$ cat config.mk
export PLATFORM = sky130hd
export DESIGN_NAME = intosc_rate_sel
export DESIGN_NICKNAME = d
export VERILOG_FILES = /design/src/rtl/oscsel_pkg.sv /design/src/rtl/oscsel_ctrl.sv /design/src/rtl/oscsel_div.sv /design/src/rtl/intosc_rate_sel.sv
export SDC_FILE = /design/constraint.sdc
export NUM_CORES = 1
export LEC_CHECK = 0
export BUFFER_PORTS_ARGS = -buffer_cell sky130_fd_sc_hd__buf_2
export CORE_AREA = 2 2 39 41
export CTS_CLUSTER_DIAMETER = 200
export DETAILED_ROUTE_END_ITERATION = 10
export DIE_AREA = 0 0 41 43
export PLACE_DENSITY = 0.69
export SYNTH_ARGS = -nofsm -noshare
export SYNTH_HDL_FRONTEND = slang
export SYNTH_SLANG_ARGS = --single-unit
$ cat constraint.sdc
create_clock -name clk -period 2.1 [get_ports clk]
set_clock_uncertainty 0.05 [all_clocks]
set_input_delay 0.525 -clock clk [delete_from_list [all_inputs] [get_ports clk]]
set_output_delay 0.525 -clock clk [all_outputs]
set_load 0.01 [all_outputs]
$ cat src/rtl/oscsel_pkg.sv
package oscsel_pkg;
  localparam int CODE_W    = 3;
  localparam int NUM_CODES = 1 << CODE_W;
  localparam int NUM_TAPS  = NUM_CODES;        // taps 0..NUM_TAPS-2 fast, last tap slowest
  localparam int CNT_W     = 9;                // slowest tap divides by 2**CNT_W
  localparam logic [CODE_W-1:0] RESET_CODE = CODE_W'(3);

  // strobes from control to datapath: one-hot tap choice or low-frequency pass-through
  typedef struct packed {
    logic [NUM_TAPS-1:0] tapSel;
    logic                useLf;
  } oscStrobe_t;
endpackage

$ cat src/rtl/oscsel_ctrl.sv
module oscsel_ctrl
  import oscsel_pkg::*;
(
  input  logic              clk,
  input  logic              rstN,
  input  logic              cfgWe,
  input  logic [CODE_W-1:0] cfgRate,
  input  logic              cfgHfLow,
  output logic [CODE_W-1:0] curCode,
  output logic              curHfLow,
  output oscStrobe_t        strobe
);
  logic [CODE_W-1:0] tapIdx;

  always_ff @(posedge clk) begin
    if (!rstN) begin
      curCode  <= RESET_CODE;
      curHfLow <= 1'b0;
    end else if (cfgWe) begin
      curCode  <= cfgRate;
      curHfLow <= cfgHfLow;
    end
  end

  // highest code maps to tap 0 (divide by 1), code 1 to tap NUM_TAPS-2
  assign tapIdx = CODE_W'(NUM_CODES - 1) - curCode;

  always_comb begin
    strobe.tapSel = '0;
    strobe.useLf  = 1'b0;
    if (curCode == '0) begin
      if (curHfLow) strobe.tapSel[NUM_TAPS-1] = 1'b1;
      else          strobe.useLf              = 1'b1;
    end else begin
      strobe.tapSel[tapIdx] = 1'b1;
    end
  end
endmodule

$ cat src/rtl/oscsel_div.sv
module oscsel_div
  import oscsel_pkg::*;
(
  input  logic             clk,
  input  logic             rstN,
  input  oscStrobe_t       strobe,
  input  logic             lfTick,
  output logic [CNT_W-1:0] divCnt,
  output logic             rateEn,
  output logic             wdtTick
);
  logic [NUM_TAPS-1:0] tapHit;

  always_ff @(posedge clk) begin
    if (!rstN) divCnt <= '0;
    else       divCnt <= divCnt + 1'b1;
  end

  genvar k;
  generate
    for (k = 0; k < NUM_TAPS - 1; k++) begin : g_fast
      if (k == 0) begin : g_every
        assign tapHit[k] = 1'b1;
      end else begin : g_div
        assign tapHit[k] = &divCnt[k-1:0];
      end
    end
  endgenerate
  assign tapHit[NUM_TAPS-1] = &divCnt;

  always_ff @(posedge clk) begin
    if (!rstN) begin
      rateEn  <= 1'b0;
      wdtTick <= 1'b0;
    end else begin
      rateEn  <= (|(strobe.tapSel & tapHit)) | (strobe.useLf & lfTick);
      wdtTick <= lfTick;
    end
  end
endmodule

$ cat src/rtl/intosc_rate_sel.sv
module intosc_rate_sel
  import oscsel_pkg::*;
(
  input  logic              clk,
  input  logic              rstN,
  input  logic              cfgWe,
  input  logic [CODE_W-1:0] cfgRate,
  input  logic              cfgHfLow,
  input  logic              lfTick,
  output logic              rateEn,
  output logic              wdtTick
);
  oscStrobe_t        strobe;
  logic [CODE_W-1:0] curCode;
  logic              curHfLow;
  logic [CNT_W-1:0]  divCnt;

  oscsel_ctrl u_ctrl (
    .clk(clk), .rstN(rstN), .cfgWe(cfgWe), .cfgRate(cfgRate), .cfgHfLow(cfgHfLow),
    .curCode(curCode), .curHfLow(curHfLow), .strobe(strobe)
  );

  oscsel_div u_div (
    .clk(clk), .rstN(rstN), .strobe(strobe), .lfTick(lfTick),
    .divCnt(divCnt), .rateEn(rateEn), .wdtTick(wdtTick)
  );
endmodule

== Word-level counts from Yosys, hierarchy flattened ==
Index checks and enable logic that the tools add are counted.
W data, S select, Z words.

* Logic and storage cells: 28
* Flip-flop bits (word level): 15
* Memories kept: 0
* Bits of input ports: 8
* Output and inout bits: 2
* Bits in read-only memories: 0
* Bits in writable memories: 0
* Latch bits: 0

* Multipliers: 0
* Muxes and demuxes: 7
* Shift-type cells: 0
* Reductions and logical operators: 9
* Magnitude comparators: 2
* Bitwise logic cells: 3
* $add $sub $neg: 2
* Div/mod/pow operators: 0
* Equal/unequal tests: 0

{| class="wikitable"
|+ Operator list
! kind !! count
|-
| $add A9 B1 Y9 const B || 1
|-
| $reduce_and A9 Y1 || 1
|-
| $and A8 B8 Y8 || 1
|-
| $reduce_or A8 Y1 || 1
|-
| $mux W7 || 1
|-
| $reduce_and A6 Y1 || 1
|-
| $mux W1 || 5
|-
| $reduce_and A5 Y1 || 1
|-
| $lt A3 B4 Y1 const B || 1
|-
| $reduce_and A4 Y1 || 1
|-
| $demux W1 S3 || 1
|-
| $ge A3 B1 Y1 const B || 1
|-
| $logic_not A3 Y1 || 1
|-
| $reduce_and A3 Y1 || 1
|-
| $sub A3 B3 Y3 const A || 1
|-
| $reduce_and A2 Y1 || 1
|-
| $and A1 B1 Y1 || 1
|-
| $logic_and A1 B1 Y1 || 1
|-
| $or A1 B1 Y1 || 1
|}

== Logic depth before layout (Yosys ltp) ==
Gate-level depths: netlist of the first run.

* Depth after elaboration: 9
* Depth in mapped cells: 7
* Depth with buffers taken out: 7

== Cells and area by module ==
From an unflattened synthesis of the first run, not the netlist that was laid out.

* Cells, all modules: 74
* Area total of the unflattened synthesis: 740.7 um^2

{| class="wikitable"
|+ By module, submodules not included
! module !! instances !! sequential area each (um^2) !! cells an instance !! area each (um^2)
|-
| oscsel_div || 1 || 220.2 || 48 || 460.4
|-
| oscsel_ctrl || 1 || 80.1 || 26 || 280.3
|}

== Least setup slack after synthesis of the first run ==
OpenSTA, ideal clock, no wires.

* Path type: flip-flop to flip-flop
* From: register u_div.divCnt[0]
* To: register u_div.rateEn
* Cell stages (with the launch flop): 8
* Data required time: 1.992 ns
* Data arrival time: 1.502 ns
* Path slack: 0.490 ns
* Buffers on the path: 0
* Cells stage by stage: dfxtp_1 -> ha_1 -> nand3_1 -> nor3_1 -> ha_1 -> mux2i_1 -> a211oi_1 -> o221a_2

* Word-level cells in the longest chain between the ends: 4
* Elaborated cells between the ends (all ways): 9
* Those cells by class: bitwise: 2; reduce/logical: 7

{| class="wikitable"
|+ RTL lines
! element !! line !! text
|-
| start: declaration || oscsel_div.sv:8 || <nowiki>output logic [CNT_W-1:0] divCnt,</nowiki>
|-
| start signal: assignment || oscsel_div.sv:16 || <nowiki>else divCnt <= divCnt + 1'b1;</nowiki>
|-
| $reduce_and A9 Y1, or another cell as far along || oscsel_div.sv:29 || <nowiki>assign tapHit[NUM_TAPS-1] = &divCnt;</nowiki>
|-
| $and A8 B8 Y8 * || oscsel_div.sv:36 || <nowiki>rateEn <= (|(strobe.tapSel & tapHit)) | (strobe.useLf & lfTick);</nowiki>
|-
| $reduce_or A8 Y1 * || oscsel_div.sv:36 ||
|-
| $or A1 B1 Y1 * || oscsel_div.sv:36 ||
|-
| end signal: assignment || oscsel_div.sv:36 ||
|-
| end: declaration || oscsel_div.sv:9 || <nowiki>output logic rateEn,</nowiki>
|}

Every way passes the cells marked *; elsewhere a longest branch is shown, timed or not.
A chain may end at the register's enable or synchronous reset.

== Worst setup path in the final report of the first run ==
Same ends and word-level chain as after synthesis.

==> results of run 1 <==
## cell families after synthesis
family          Yosys count  synth area share [%]
compound gates           12                  12.1
simple gates             25                  20.6
flops                    15                  47.5
buf+inv                   4                  2.38
mux                       5                  8.12
fa+ha+maj                 4                  7.92
xor+xnor                  1                  1.39
## worst max-delay path, stage by stage, from the launching register on
cell      delay, ns
dfxtp_1        0.40
ha_1           0.21
nand3_1        0.16
nor3_1         0.23
ha_1           0.17
mux2i_1        0.06
a211oi_1       0.23
o221a_2        0.22
## power by group through the flow
stage                     combinational (uW)  clock, uW  sequential, uW
after global placement                  39.5          0             312
after detailed placement                40.5          0             313
after global routing                    47.3        179             308
after CTS                               41.1        170             306
after floorplan                         24.3          0             312
final                                   40.4        168             306
## worst paths after layout
check	slack (ns)	to
hold / removal	0.40	u_ctrl.curCode[0]
setup reg to reg	0.31	u_div.rateEn
setup / recovery	0.31	u_div.rateEn
hold reg to reg	0.44	u_div.divCnt[7]
## per-stage QoR
| stage | worst slack, ns | std cells |
|---|---|---|
| floorplan | 0.490 | 66 |
| global placement | 0.429 | 90 |
| detailed placement | 0.319 | 90 |
| CTS | 0.305 | 94 |
| global route | 0.145 | 94 |
| finish | 0.310 | 94 |
## registers in the layout, indices dropped and copies added (netlist names)
signal / flops
u_ctrl.curCode: 3
u_ctrl.curHfLow: 1
u_div.divCnt: 9
u_div.rateEn: 1
u_div.wdtTick: 1
## layer usage
metal | vias to the layer above | wire length, um | share of wire [%] | global-route usage [%]
li1 | 257 | - | - | -
met1 | 221 | 530 | 47 | 20.1
met2 | 6 | 552 | 49 | 26.3
met3 | 2 | 29 | 2.6 | 4.71
met4 | 0 | 21 | 1.9 | 10.0
met5 | - | 0 | 0 | 0
## placed cells by master, fill, tap and decap left out
| cell | count |
|---|---|
| a21o_1 | 1 |
| o31ai_1 | 1 |
| nand2_1 | 6 |
| ha_1 | 4 |
| inv_1 | 3 |
| and2_1 | 5 |
| or3_2 | 1 |
| dfxtp_1 | 15 |
| or4_1 | 1 |
| a21oi_1 | 4 |
| xor2_1 | 1 |
| nor3_1 | 1 |
| o21ai_0 | 3 |
| o221a_2 | 1 |
| nor2b_1 | 1 |
| mux2_2 | 1 |
| nand2_2 | 1 |
| nor2_1 | 4 |
| clkbuf_1 | 1 |
| nand3_1 | 3 |
| mux2i_1 | 4 |
| o211ai_1 | 1 |
| clkbuf_4 | 3 |
| nand3b_1 | 1 |
| buf_2 | 9 |
| or3_1 | 1 |
| a211oi_1 | 1 |
## cell type report
| cell class | instances | area share (%) |
|---|---|---|
| timing repair buffer | 9 | 6.26 |
| clock buffer | 4 | 3.65 |
| tap | 16 | 2.78 |
| inverter | 3 | 1.57 |
| multi-input combinational | 47 | 44.0 |
| sequential | 15 | 41.7 |
==> flow_metrics.tcl, run 1 <==
set metrics [dict create \
    synth_commonest_cells "dfxtp_1, nand2_1, and2_1" \
    hold_path.class "primary input to flop" \
    ios 10 \
    fillers 129 \
    worst_pin_slew_ns 0.246 \
    fin_util_pct 52.0 \
    clkPwrFrac_pct 32.6 \
    slew_headroom_pct 83.6 \
    startpoint "u_div.divCnt[0]" \
    synth_top_flop_cell "dfxtp_1" \
    ys_seq_area_share_pct 47.5 \
    setup.worst_path.class "flop to flop" \
    setup_viol 0 \
    portBuffers 9 \
    yosys.area.top_type_share_pct 47.5 \
    min_from "cfgRate[0]" \
    cp-end-kind "flop" \
    whs_ns 0.396 \
    drt_iter0_drc 2 \
    initial_core_util_pct 45.7 \
    final_layout_size_suffix_gt1_share_pct 20.5 \
    syn_to_final_growth_pct 13.9 \
    cts.htree.levels 1 \
    finalPower_uw 515 \
    drc_errors 0 \
    core.rowCount 14 \
    fp.coreArea_mm2 0.00138 \
    p_switching_uw 124 \
    antenna_cells 0 \
    hold_depth 3 \
    numCtsBuffers 3 \
    multi_input_area_um2 317 \
    grt_use_total_pct 17.1 \
    start_kind "flop" \
    power.internal_uw 391 \
    status "finished, final reports clean" \
    power_frac_comb_pct 7.8 \
    die_x_um 41 \
    drt-pass1-iter-count 2 \
    dpl-instance-area_um2 693 \
    grt_max_degree 10 \
    vias 486 \
    synthesis.nets 78 \
    irDropWorstVdd_uv 399 \
    netlist_instances 66 \
    path_clk_slew_ns 0.09 \
    cts.root.buffer_cell "clkbuf_4" \
    tritoncts "done" \
    insertion_delay_ns 0.29 \
    seqPwrFrac_pct 59.5 \
    cts_max_path_buffers 2 \
    hold_viol 0 \
    antenna_found_initial 0 \
    ys_top_cells_by_area "dfxtp_1, ha_1, mux2i_1" \
    setup_tns_ns 0 \
    ff2ff_path_depth 7 \
    period_share_pct 85.3 \
    yosysMostFrequentCell "dfxtp_1" \
    ys_ff_latch 15 \
    cts_hold_buf 0 \
    clock.fmax_mhz 559 \
    timing.rr.start "u_div.divCnt[0]" \
    ant_nets 0 \
    power_density_mw_per_mm2 716 \
    ys_async_sr_fraction_pct 0 \
    period_needed_ns 1.79 \
    grt_first_pass_wirelength_um 1980 \
    critPathRequiredTime_ns 2.29 \
    power.share.switching_pct 24.0 \
    die_area_mm2 0.00176 \
    yosysWarnings 0 \
    final_cell_area_um2 719 \
    die_height_um 43 \
    leakagePower_uw 0.000327 \
    arrival_ns 1.98 \
    cts.sinks 15 \
    avgSynthCellArea_um2 9.57 \
    fin_nets 91 \
    grt_pass1_vias 492 \
    synth-edff-count 0 \
    drt_wl_total_um 1130 \
    vias_per_cell 5.17 \
    gp_congestion 0.831 \
    synth.cell_area_um2 632 \
    cap_violations 0 \
    slew_violations 0 \
    cts_resized 0 \
    synth_cell_types 25 \
    rsz0062_at_grt "no" \
    dp_hpwl_um 843 \
    post_cts_buffers 0 \
    path_max_fanout 5 \
    seqCellArea_um2 300 \
    post_drt_wl_per_cell_um 12.1 \
    yosys.area.top_type "dfxtp_1" \
    grt_overflow_total 0 \
]
No activity file was read; power rests on OpenSTA's default activity.
==> inputs of run 2 (changes only) <==
- REMOVE_ABC_BUFFERS: unset -> 1
==> run 2 against run 1 <==
Net effect: worst hold slack improved by 0.012 ns; critical path depth did not move; first-iteration DRC count grew to 7.5 times the previous value; critical endpoint unchanged.
==> flow_metrics.tcl, run 2 (synthesized netlist as in run 1, its figures left out) <==
set metrics [dict create \
    status "finished, final reports clean" \
    mostFrequentLayoutCells "dfxtp_1, buf_2, nand2_1" \
    tritoncts "done" \
    drt-pass1-iter-count 4 \
    path_clk_slew_ns 0.09 \
    initial_core_util_pct 45.7 \
    crit_buf_inv 0 \
    final_layout_size_suffix_gt1_share_pct 20.5 \
    irDropWorstVdd_uv 323 \
    start_kind "flop" \
    power_density_mw_per_mm2 703 \
    portBuffers 9 \
    core.rowCount 14 \
    vias 477 \
    setup.worst_path.class "flop to flop" \
    hold_depth 2 \
    setup_tns_ns 0 \
    period_share_pct 84.7 \
    largest_reg_flops 9 \
    drc_errors 0 \
    cts.sinks 15 \
    timing.reg2reg.setup_slack_ns 0.32 \
    die_x_um 41 \
    cp_top_family "compound AO/OA/AOI/OAI gates" \
    ios 10 \
    grt_pass1_vias 461 \
    numCtsBuffers 3 \
    hold_path.class "primary input to flop" \
    critPathMostFrequentCell "ha_1" \
    post_drt_wl_per_cell_um 11.2 \
    arrival_ns 1.96 \
    slew_violations 0 \
    path_max_fanout 5 \
    post_cts_buffers 0 \
    grt_use_total_pct 16.3 \
    layout_commonest_cell "dfxtp_1" \
    worst_pin_slew_ns 0.236 \
    gp_congestion 0.790 \
    finalPower_uw 506 \
    critPathRequiredTime_ns 2.28 \
    cap_violations 0 \
    regMostFlops "u_div.divCnt" \
    antenna_found_initial 0 \
    hold_viol 0 \
    rsz0062_at_grt "no" \
    ff2ff_path_depth 7 \
    fp.coreArea_mm2 0.00138 \
    slew_headroom_pct 84.2 \
    grt_max_degree 10 \
    whs_ns 0.408 \
    vias_per_cell 5.07 \
    cts_resized 0 \
    period_needed_ns 1.78 \
    antenna_cells 0 \
    setup_viol 0 \
    die_height_um 43 \
    leakagePower_uw 0.000327 \
    grt_first_pass_wirelength_um 1940 \
    fin_nets 91 \
    cp-end-kind "flop" \
    cts_max_path_buffers 2 \
    seqCellArea_um2 300 \
    grt_overflow_total 0 \
    slowest_stage "dfxtp_1" \
    drt_wl_total_um 1050 \
    insertion_delay_ns 0.27 \
    cpPeakStageDelay_ns 0.39 \
    drt_iter0_drc 15 \
    cts.root.buffer_cell "clkbuf_4" \
    path_cells "ha_1, nand3_1, nor3_1, ha_1, mux2i_1, a211oi_1, o221a_2" \
    ant_nets 0 \
    cts.htree.levels 1 \
    cp_num_cells 7 \
    top_regs "u_div.divCnt (9), u_ctrl.curCode (3)" \
    dp_hpwl_um 789 \
    clock.fmax_mhz 562 \
    fillers 127 \
    multi_input_area_um2 317 \
    die_area_mm2 0.00176 \
    syn_to_final_growth_pct 13.9 \
    cts_hold_buf 0 \
]
## run 2: cell type report
type	count	area share [%]
Timing Repair Buffer	9	6.26
Tap cell	16	2.78
Multi-Input combinational cell	47	44.0
Inverter	3	1.57
Sequential cell	15	41.7
Clock buffer	4	3.65
## run 2: routing by layer
metal	routed length, um	vias to the layer above	track usage (%)	part of all wire, %
met3	23	2	4.71	2.2
li1	-	258	-	-
met4	17	0	8.00	1.6
met2	453	7	20.9	43
met5	0	-	0	0
met1	559	210	24.0	53
## run 2: per-stage QoR
step	instances	util, %	setup slack, ns	area [um^2]
final	94	52.0	0.321	719
after global routing	94	52.0	0.159	719
after CTS	94	52.0	0.296	719
after detailed placement	90	50.1	0.322	693
after global placement	90	50.1	0.431	693
after floorplan	65	-	0.490	628
## run 2: path summary, 6_finish.rpt
check | startpoint | to
worst min register to register | u_div.divCnt[0] | u_div.divCnt[0]
worst max register to register | u_div.divCnt[0] | u_div.rateEn
worst max-delay path | u_div.divCnt[0] | u_div.rateEn
worst min-delay path | lfTick | u_div.wdtTick
## run 2: power breakdown
group / switching, uW / leakage, uW / internal, uW
clock network: 86.4 / 0.0000150 / 73.6
logic: 18.8 / 0.000190 / 21.2
registers: 9.37 / 0.000123 / 296
total: 115 / 0.000327 / 391
==> inputs of run 3 (changes only) <==
- clock period: 2.1 -> 1.7 ns (I/O delays scaled with it)
==> run 3 against run 2 <==
Net effect: clock-buffer cell count is 1 lower; sequential share of layout area is 1.1 points lower; die area stayed put; worst hold slack worse by 0.11 ns; register-to-register slack worse by 0.18 ns; worst setup slack worse by 0.18 ns; non-clock buffer count is 2 higher; routed wire length is 0.28% lower; first-iteration DRC count is 20% lower; critical path depth stayed put.
==> flow_metrics.tcl, run 3 (synthesized netlist as in run 1, its figures left out) <==
set metrics [dict create \
    status "finished, final reports clean" \
    hold_path.class "primary input to flop" \
    wl_met2_um 474 \
    finalPower_uw 633 \
    power_frac_comb_pct 8.2 \
    post_drt_wl_per_cell_um 10.9 \
    path_cells "ha_2, nand3_1, nor3_2, ha_1, mux2i_1, a211oi_1, o221a_2" \
    drc_errors 0 \
    worst_pin_slew_ns 0.224 \
    period_needed_ns 1.56 \
    antenna_found_initial 0 \
    tritoncts "done" \
    cts.sinks 15 \
    setup_tns_ns 0 \
    final_layout_size_suffix_gt1_share_pct 28.7 \
    grt_max_degree 10 \
    largest_reg_flops 9 \
    path_max_fanout 3 \
    dp.cells 92 \
    p_switching_uw 151 \
    path_clk_slew_ns 0.10 \
    drt_iter0_drc 12 \
    grt_overflow_total 0 \
    setup.worst_path.class "flop to flop" \
    vias 502 \
    core.rowCount 14 \
    numCtsBuffers 3 \
    period_share_pct 91.7 \
    ant_nets 0 \
    die_area_mm2 0.00176 \
    cts_hold_buf 0 \
    portBuffers 9 \
    critPathRequiredTime_ns 1.89 \
    ios 10 \
    arrival_ns 1.74 \
    hold_viol 0 \
    fillers 136 \
    gp_congestion 0.741 \
    fin_nets 93 \
    grt_first_pass_wirelength_um 1830 \
    leakagePower_uw 0.000338 \
    place_ws_ns 0.0345 \
    slowest_stage "dfxtp_2" \
    regMostFlops "u_div.divCnt" \
    slew_headroom_pct 85.1 \
    cts.root.buffer_cell "clkbuf_4" \
    cp-end-kind "flop" \
    clock.fmax_mhz 642 \
    clkPwrFrac_pct 32.1 \
    start_kind "flop" \
    setup_viol 0 \
    slew_violations 0 \
    power.internal_uw 482 \
    antenna_cells 0 \
    rsz0062_at_grt "no" \
    die_height_um 43 \
    cts_max_path_buffers 2 \
    fp.coreArea_mm2 0.00138 \
    vias_per_cell 5.23 \
    initial_core_util_pct 45.7 \
    cap_violations 0 \
    syn_to_final_growth_pct 18.0 \
    irDropWorstVdd_uv 495 \
    seqPwrFrac_pct 59.7 \
    mostFrequentLayoutCells "dfxtp_1, buf_2, nand2_1" \
    cts.htree.levels 1 \
    wl_met1_um 521 \
    final_cells 96 \
    cpPeakStageDelay_ns 0.35 \
    top_regs "u_div.divCnt (9), u_ctrl.curCode (3)" \
    top_layer_used "met4" \
    power_density_mw_per_mm2 848 \
    drt_wl_total_um 1050 \
    dp_hpwl_um 804 \
    layout_commonest_cell "dfxtp_1" \
    insertion_delay_ns 0.28 \
    post_cts_buffers 0 \
    setup_ws_ns 0.141 \
    grt_pass1_vias 457 \
    drt-pass1-iter-count 4 \
    route.met3.wl_um 23 \
    grt_use_total_pct 15.1 \
    die_x_um 41 \
    power.share.switching_pct 23.8 \
]
[run 3: area by class of cell]
class / count / area, um^2 / area share [%]
Multi-Input combinational cell: 47 / 324 / 43.5
Sequential cell: 15 / 303 / 40.6
Timing Repair Buffer: 11 / 60.1 / 8.05
Clock buffer: 3 / 22.5 / 3.02
Tap cell: 16 / 20.0 / 2.68
Inverter: 3 / 11.3 / 1.51
Clock inverter: 1 / 5.00 / 0.671
[run 3: worst paths after layout]
path	from	end	slack [ns]	cells past startpoint
min reg2reg	u_div.divCnt[7]	u_div.divCnt[7]	0.44	2
max reg2reg	u_div.divCnt[1]	u_div.rateEn	0.14	7
max	u_div.divCnt[1]	u_div.rateEn	0.14	7
min	cfgRate[0]	u_ctrl.curCode[0]	0.30	3
[run 3: critical path: cells and delay by family (launching register included)]
family,cells,cell delay (ns)
compound gates,2,0.44
fa+ha+maj,2,0.37
flops,1,0.35
simple gates,2,0.26
mux,1,0.06
[run 3: through the flow]
stage / utilization [%] / hold WS (ns) / cell area [um^2]
finish: 53.9 / 0.303 / 746
global route: 53.9 / 0.315 / 746
CTS: 53.2 / 0.306 / 736
detailed placement: 51.2 / 0.424 / 708
global placement: 51.2 / 0.421 / 708
floorplan: - / 0.388 / 628
[run 3: routing by layer]
metal | vias up | GRT usage, %
li1 | 261 | -
met1 | 230 | 20.1
met2 | 7 | 20.3
met3 | 4 | 3.14
met4 | 0 | 11.3
met5 | - | 0
[run 3: what timing repair did]
item,4_1_cts,5_1_grt
endpoints found under the setup margin,0,1
gates resized for setup,0,4
endpoints found under the hold margin,0,0
[run 3: power by group through the flow]
stage	Clock (uW)	Combinational, uW	Sequential (uW)
5_1_grt	221	59.8	380
6_report	203	51.8	378
4_1_cts	205	52.3	377
3_5_place_dp	0	51.9	385
2_1_floorplan	0	27.8	385
3_3_place_gp	0	52.0	385
